`src/rtl/cq_pkg.sv`:
```
package cq_pkg;
    typedef enum logic {LANE_TX = 1'b0, LANE_RX = 1'b1} lane_e;

    localparam int CFG_TXEN_BIT  = 0;
    localparam int CFG_RXEN_BIT  = 1;
    localparam int CFG_CHAIN_BIT = 6;

    localparam int ST_TX_IDLE = 0;
    localparam int ST_RX_IDLE = 1;
    localparam int ST_TX_LAST = 2;
    localparam int ST_TX_EVT  = 3;
    localparam int ST_RX_EVT  = 4;
    localparam int ST_TX_OVF  = 5;
    localparam int ST_RX_OVF  = 6;
    localparam int ST_RX_LAST = 7;

    typedef struct packed {
        logic chain;
        logic en_rx;
        logic en_tx;
    } cfg_t;

    typedef struct packed {
        logic idle;
        logic evt;
        logic ovf;
        logic last_ok;
    } lane_flags_t;

    function automatic int unsigned ring_add(int unsigned base, int unsigned off,
                                             int unsigned depth);
        int unsigned s;
        s = base + off;
        if (s >= depth) s = s - depth;
        return s;
    endfunction
endpackage

```
`src/rtl/cq_fifo.sv`:
```
module cq_fifo #(
    parameter int W     = 4,
    parameter int DEPTH = 2,
    localparam int CW   = $clog2(DEPTH + 1),
    localparam int PW   = (DEPTH > 1) ? $clog2(DEPTH) : 1
) (
    input  logic          clk,
    input  logic          rst,
    input  logic [CW-1:0] cap,
    input  logic          push,
    input  logic [W-1:0]  din,
    input  logic          pop,
    output logic [W-1:0]  head,
    output logic          full,
    output logic          empty
);
    import cq_pkg::*;

    logic [W-1:0]  mem [DEPTH];
    logic [PW-1:0] rd_ptr;
    logic [CW-1:0] cnt;
    logic [PW-1:0] wr_idx;
    logic          push_ok, pop_ok;

    assign full    = (cnt >= cap);
    assign empty   = (cnt == '0);
    assign push_ok = push && !full;
    assign pop_ok  = pop && !empty;
    assign head    = mem[rd_ptr];

    always_comb begin
        wr_idx = PW'(ring_add(int'(rd_ptr), int'(cnt), DEPTH));
    end

    always_ff @(posedge clk) begin
        if (rst) begin
            rd_ptr <= '0;
            cnt    <= '0;
            for (int i = 0; i < DEPTH; i++) mem[i] <= '0;
        end else begin
            if (push_ok) mem[wr_idx] <= din;
            if (pop_ok) rd_ptr <= PW'(ring_add(int'(rd_ptr), 1, DEPTH));
            cnt <= cnt + CW'(push_ok) - CW'(pop_ok);
        end
    end
endmodule

```
`src/rtl/cq_lane.sv`:
```
module cq_lane #(
    parameter int PAGE_W = 4,
    parameter int STAT_W = 4,
    parameter int DEPTH  = 2,
    localparam int CW    = $clog2(DEPTH + 1)
) (
    input  logic              clk,
    input  logic              rst,
    input  logic              chain,
    input  logic              cmd_push,
    input  logic [PAGE_W-1:0] cmd_page,
    input  logic              clr,
    output logic              req_valid,
    output logic [PAGE_W-1:0] req_page,
    input  logic              req_ready,
    input  logic              done,
    input  logic [STAT_W-1:0] done_stat,
    output logic              idle,
    output logic              evt_valid,
    output logic [STAT_W-1:0] evt_stat,
    output logic              ovf,
    output logic              last_ok
);
    logic          inflight;
    logic          done_ok;
    logic          cmd_full, cmd_empty;
    logic          evt_full, evt_empty;
    logic [CW-1:0] cmd_cap;

    assign cmd_cap   = chain ? CW'(DEPTH) : CW'(1);
    assign done_ok   = done && inflight;
    assign idle      = cmd_empty;
    assign evt_valid = !evt_empty;
    assign req_valid = !cmd_empty && !inflight;

    cq_fifo #(.W(PAGE_W), .DEPTH(DEPTH)) cmd_q (
        .clk(clk), .rst(rst), .cap(cmd_cap),
        .push(cmd_push), .din(cmd_page), .pop(done_ok),
        .head(req_page), .full(cmd_full), .empty(cmd_empty)
    );

    cq_fifo #(.W(STAT_W), .DEPTH(DEPTH)) evt_q (
        .clk(clk), .rst(rst), .cap(CW'(DEPTH)),
        .push(done_ok), .din(done_stat), .pop(clr),
        .head(evt_stat), .full(evt_full), .empty(evt_empty)
    );

    always_ff @(posedge clk) begin
        if (rst) begin
            inflight <= 1'b0;
            ovf      <= 1'b0;
            last_ok  <= 1'b0;
        end else begin
            if (done_ok)                       inflight <= 1'b0;
            else if (req_valid && req_ready)   inflight <= 1'b1;

            if ((cmd_push && cmd_full) || (done_ok && evt_full)) ovf <= 1'b1;
            else if (clr)                                          ovf <= 1'b0;

            if (done_ok)                       last_ok <= done_stat[0];
            else if (cmd_push && cmd_empty)    last_ok <= 1'b0;
        end
    end
endmodule

```
`src/rtl/cq_chain_top.sv`:
```
module cq_chain_top #(
    parameter int PAGE_W = 4,
    parameter int STAT_W = 4,
    parameter int DEPTH  = 2
) (
    input  logic              clk,
    input  logic              rst,
    input  logic              cfg_wr,
    input  logic [7:0]        cfg_data,
    input  logic              cmd_valid,
    input  logic              cmd_is_rx,
    input  logic [PAGE_W-1:0] cmd_page,
    input  logic              clr_valid,
    input  logic              clr_is_rx,
    output logic [7:0]        status_o,
    output logic [STAT_W-1:0] tx_evt_stat,
    output logic [STAT_W-1:0] rx_evt_stat,
    output logic              irq_o,
    output logic              tx_req_valid,
    output logic [PAGE_W-1:0] tx_req_page,
    input  logic              tx_req_ready,
    input  logic              tx_done,
    input  logic [STAT_W-1:0] tx_done_stat,
    output logic              rx_req_valid,
    output logic [PAGE_W-1:0] rx_req_page,
    input  logic              rx_req_ready,
    input  logic              rx_done,
    input  logic [STAT_W-1:0] rx_done_stat
);
    import cq_pkg::*;

    localparam int NLANE = 2;

    cfg_t        cfg_q;
    lane_flags_t flags [NLANE];
    logic [NLANE-1:0] req_v;
    logic [PAGE_W-1:0] req_p [NLANE];
    logic [STAT_W-1:0] ev_s  [NLANE];

    always_ff @(posedge clk) begin
        if (rst) begin
            cfg_q <= '0;
        end else if (cfg_wr) begin
            cfg_q.chain <= cfg_data[CFG_CHAIN_BIT];
            cfg_q.en_rx <= cfg_data[CFG_RXEN_BIT];
            cfg_q.en_tx <= cfg_data[CFG_TXEN_BIT];
        end
    end

    for (genvar d = 0; d < NLANE; d++) begin : g_lane
        localparam lane_e LN = lane_e'(d);
        cq_lane #(.PAGE_W(PAGE_W), .STAT_W(STAT_W), .DEPTH(DEPTH)) lane_i (
            .clk       (clk),
            .rst       (rst),
            .chain     (cfg_q.chain),
            .cmd_push  (cmd_valid && (cmd_is_rx == LN)),
            .cmd_page  (cmd_page),
            .clr       (clr_valid && (clr_is_rx == LN)),
            .req_valid (req_v[d]),
            .req_page  (req_p[d]),
            .req_ready ((LN == LANE_RX) ? rx_req_ready : tx_req_ready),
            .done      ((LN == LANE_RX) ? rx_done : tx_done),
            .done_stat ((LN == LANE_RX) ? rx_done_stat : tx_done_stat),
            .idle      (flags[d].idle),
            .evt_valid (flags[d].evt),
            .evt_stat  (ev_s[d]),
            .ovf       (flags[d].ovf),
            .last_ok   (flags[d].last_ok)
        );
    end

    assign tx_req_valid = req_v[LANE_TX];
    assign rx_req_valid = req_v[LANE_RX];
    assign tx_req_page  = req_p[LANE_TX];
    assign rx_req_page  = req_p[LANE_RX];
    assign tx_evt_stat  = ev_s[LANE_TX];
    assign rx_evt_stat  = ev_s[LANE_RX];

    always_comb begin
        status_o             = '0;
        status_o[ST_TX_IDLE] = flags[LANE_TX].idle;
        status_o[ST_RX_IDLE] = flags[LANE_RX].idle;
        status_o[ST_TX_LAST] = flags[LANE_TX].last_ok;
        status_o[ST_RX_LAST] = flags[LANE_RX].last_ok;
        status_o[ST_TX_EVT]  = flags[LANE_TX].evt;
        status_o[ST_RX_EVT]  = flags[LANE_RX].evt;
        status_o[ST_TX_OVF]  = flags[LANE_TX].ovf;
        status_o[ST_RX_OVF]  = flags[LANE_RX].ovf;
    end

    always_comb begin
        if (cfg_q.chain)
            irq_o = (cfg_q.en_tx && flags[LANE_TX].evt) || (cfg_q.en_rx && flags[LANE_RX].evt);
        else
            irq_o = (cfg_q.en_tx && flags[LANE_TX].idle) || (cfg_q.en_rx && flags[LANE_RX].idle);
    end
endmodule

```
`config.mk`:
```
export PLATFORM = sky130hd
export DESIGN_NAME = cq_chain_top
export DESIGN_NICKNAME = d
export VERILOG_FILES = /design/src/rtl/cq_pkg.sv /design/src/rtl/cq_fifo.sv /design/src/rtl/cq_lane.sv /design/src/rtl/cq_chain_top.sv
export SDC_FILE = /design/constraint.sdc
export NUM_CORES = 1
export LEC_CHECK = 0
export ABC_AREA = 0
export BUFFER_PORTS_ARGS = -buffer_cell sky130_fd_sc_hd__clkbuf_2
export CELL_PAD_IN_SITES_DETAIL_PLACEMENT = 2
export CELL_PAD_IN_SITES_GLOBAL_PLACEMENT = 2
export CORE_ASPECT_RATIO = 1.75
export CORE_MARGIN = 2
export CORE_UTILIZATION = 38
export CTS_CLUSTER_SIZE = 30
export DETAILED_ROUTE_END_ITERATION = 8
export MAX_ROUTING_LAYER = met4
export PLACE_DENSITY = 0.91
export SYNTH_ARGS = -nofsm -noshare
export SYNTH_HDL_FRONTEND = slang
export SYNTH_SLANG_ARGS = --single-unit
```
`constraint.sdc`:
```
create_clock -name clk -period 3.4 [get_ports clk]
set_clock_uncertainty 0.15 [all_clocks]
set_input_delay 0.85 -clock clk [delete_from_list [all_inputs] [get_ports clk]]
set_output_delay 0.85 -clock clk [all_outputs]
set_load 0.01 [all_outputs]
```
==> flow_summary_export.csv <==
group,metric,value,unit
outcome,status,"finished clean",
synth,yosysSeqAreaShare,0.521,
final_layout,final_cell_mix,"52 x clkbuf_2, 35 x nor2_1, 32 x edfxtp_1, 25 x dfxtp_1",
run,drv_cap,0,
clocking,cts_htree_levels,3,
synth,ys_warn_count,0,
clocking,clkTransAtPathRegs,50,ps
setup_path,crit_fanout,7,
die,ioPinCount,58,
pwr,p_per_area,555,mW/mm^2
timing,tightest_slew,453,ps
global_route,grt_pass1_wl,12100,um
die,die_w,69.0,um
global_route,grt_usage,0.215,
clocking,cts_buffers,9,
die,initial_utilization,0.391,
setup_path,critical_path_arrival,1780,ps
clocking,cts_tree,"yes",
place,io_buffers,52,
final_layout,final_common_cell,"clkbuf_2",
timing,rsz0062_at_grt,"no",
place,placed_area,0.00310,mm^2
clocking,clock_latency,330,ps
clocking,cts_resized,0,
global_route,grt_max_degree,30,
detailed_routing,vias,2051,
timing,setup_violations,0,
timing,tns,0,ps
global_route,grt.busiest_layer,"met2",
hold_path,worstHoldPathType,"reg2reg",
final_layout,diodes,0,
detailed_routing,vias_per_cell,5.21,
detailed_routing,firstDrtPassIters,6,
synth,ys_seq_elements,57,
timing,max_slew_margin,0.696,
setup_path,critPathLaunchType,"flip-flop",
global_route,met2_usage,0.369,
final_layout,syn2layout_area_growth,20.8,%
final_layout,drive_gt1_frac,0.321,
final_layout,final_cell_area,0.00339,mm^2
global_route,grt_overflow_total,0,
clocking,clock_sinks,57,
timing,min_period,2780,ps
timing,timing.final.crit_share,0.819,
die,chipHeight,118,um
setup_path,worstSetupPathType,"reg2out",
pwr,peakVddDrop,248,uV
die,dieArea,0.00811,mm^2
setup_path,end_kind,"primary output",
place,place_congestion,0.723,
timing,hold_viol_final,0,
timing,drv_slew,0,
pwr,leakage,1.46,nW
global_route,grtUsageMet1,0.221,
final_layout,layout.nets,346,
synth,syn_nets,295,
detailed_routing,postRouteAntennaNets,0,
timing,hold_slack,353,ps
timing,fmax,359,MHz
clocking,cts-root-buf,"clkbuf_16",
place,hpwlAfterDp,5300,um
synth,netlist_instances,252,
synth,yosysUniqueCellTypes,29,
synth,synth_area,0.00281,mm^2
setup_path,critPathRequiredTime,2400,ps
final_layout,postLayoutCoreUtil,0.472,
clocking,hold_buffers,0,
die,std_cell_rows,41,
detailed_routing,drt-initial-drc-count,94,
synth,synth_area_per_cell,11.1,um^2
clocking,cts_max_path_buffers,2,
detailed_routing,wirelength,7410,um
die,core_area,0.00718,mm^2
detailed_routing,avgRoutedWirePerCell,18.8,um
clocking,postCtsSetupRepairBufs,0,
global_route,grt_pass1_vias,2237,
global_route,grtUsageMet3,0.0497,
detailed_routing,drc_errors,0,
global_route,antenna_found_initial,0,
worst max-delay path, cell delays in order, from the launching register on:
cell,delay (ps)
dfxtp_1,380
nor2_1,290
inv_1,130
mux2_2,300
a22o_1,210
clkbuf_2,130
through the flow:
stage	power, mW	worst slack, ps	instances
final	1.88	616	394
after global routing	1.95	516	394
after CTS	1.90	618	394
after detailed placement	1.02	716	378
after global placement	1.00	840	378
after floorplan	0.942	1060	252
path summary, 6_finish.rpt:
| path | endpoint | slack, ps | start | depth (start not counted) |
|---|---|---|---|---|
| setup / recovery | irq_o | 620 | g_lane[1].lane_i.evt_q.cnt[1] | 5 |
| hold / removal | g_lane[0].lane_i.last_ok | 350 | g_lane[0].lane_i.last_ok | 2 |
| setup reg to reg | g_lane[0].lane_i.cmd_q.cnt[1] | 750 | g_lane[0].lane_i.cmd_q.cnt[0] | 11 |
| hold reg to reg | g_lane[0].lane_i.last_ok | 350 | g_lane[0].lane_i.last_ok | 2 |
per-layer routing:
metal  part of all wire  up-vias
met1               0.37     1009
met3              0.033       13
met2               0.57       43
li1                   -      986
met4              0.024        0
met5                  0        -
where the power goes:
part           switching (mW)  internal [mW]  total [mW]
Sequential             0.0276          0.766       0.794
Combinational           0.127         0.0914       0.219
Clock                   0.299          0.569       0.867
Total                   0.454           1.43        1.88
state kept, by name (all words and copies together) (netlist names), named ones only:
register,count
g_lane.lane_i.cmd_q.mem,16
g_lane.lane_i.evt_q.mem,16
g_lane.lane_i.cmd_q.cnt,4
g_lane.lane_i.evt_q.cnt,4
cfg_q,3
g_lane.lane_i.cmd_q.rd_ptr,2
g_lane.lane_i.evt_q.rd_ptr,2
g_lane.lane_i.inflight,2
g_lane.lane_i.last_ok,2
g_lane.lane_i.ovf,2
area by class of cell:
class,count,area [um^2]
fill,762,3790
sequential,57,1460
multi-input combinational,173,1220
clock buffer,14,284
timing repair buffer,53,268
tap,86,108
inverter,9,33.8
clock inverter,2,10.0
synthesized netlist by cell type:
cell type | instances | share of area
a2111o_1 | 4 | 0.016
a21oi_1 | 12 | 0.021
a22o_1 | 1 | 0.0031
a32oi_1 | 2 | 0.0062
and2_1 | 19 | 0.042
buf_2 | 2 | 0.0036
buf_4 | 9 | 0.024
clkbuf_1 | 2 | 0.0027
dfxtp_1 | 25 | 0.18
edfxtp_1 | 32 | 0.34
ha_1 | 12 | 0.054
inv_1 | 9 | 0.012
mux2_2 | 19 | 0.076
mux2i_1 | 3 | 0.011
nand2_1 | 4 | 0.0054
nand2b_1 | 13 | 0.029
nand3_1 | 3 | 0.0054
nor2_1 | 35 | 0.047
nor2b_1 | 4 | 0.0089
nor3_1 | 3 | 0.0054
nor4_2 | 2 | 0.0089
nor4b_2 | 2 | 0.011
o21ai_0 | 7 | 0.012
o22ai_1 | 2 | 0.0045
o311ai_0 | 2 | 0.0062
or2_2 | 8 | 0.018
or3_1 | 5 | 0.011
xnor2_1 | 4 | 0.012
xor2_1 | 7 | 0.022
cell families (layout without fill, tap and decap cells):
| group | Yosys count | count (layout) | synth area share |
|---|---|---|---|
| AND/OR/NAND/NOR | 98 | 98 | 0.192 |
| AO/OA/AOI/OAI | 30 | 30 | 0.0700 |
| multiplexers | 22 | 22 | 0.0870 |
| XOR/XNOR | 11 | 11 | 0.0343 |
| buffers and inverters | 22 | 78 | 0.0424 |
| flip-flops | 57 | 57 | 0.521 |
| adder cells (fa/ha/maj) | 12 | 12 | 0.0535 |
Note: power is estimated with default switching activity, not from simulation.
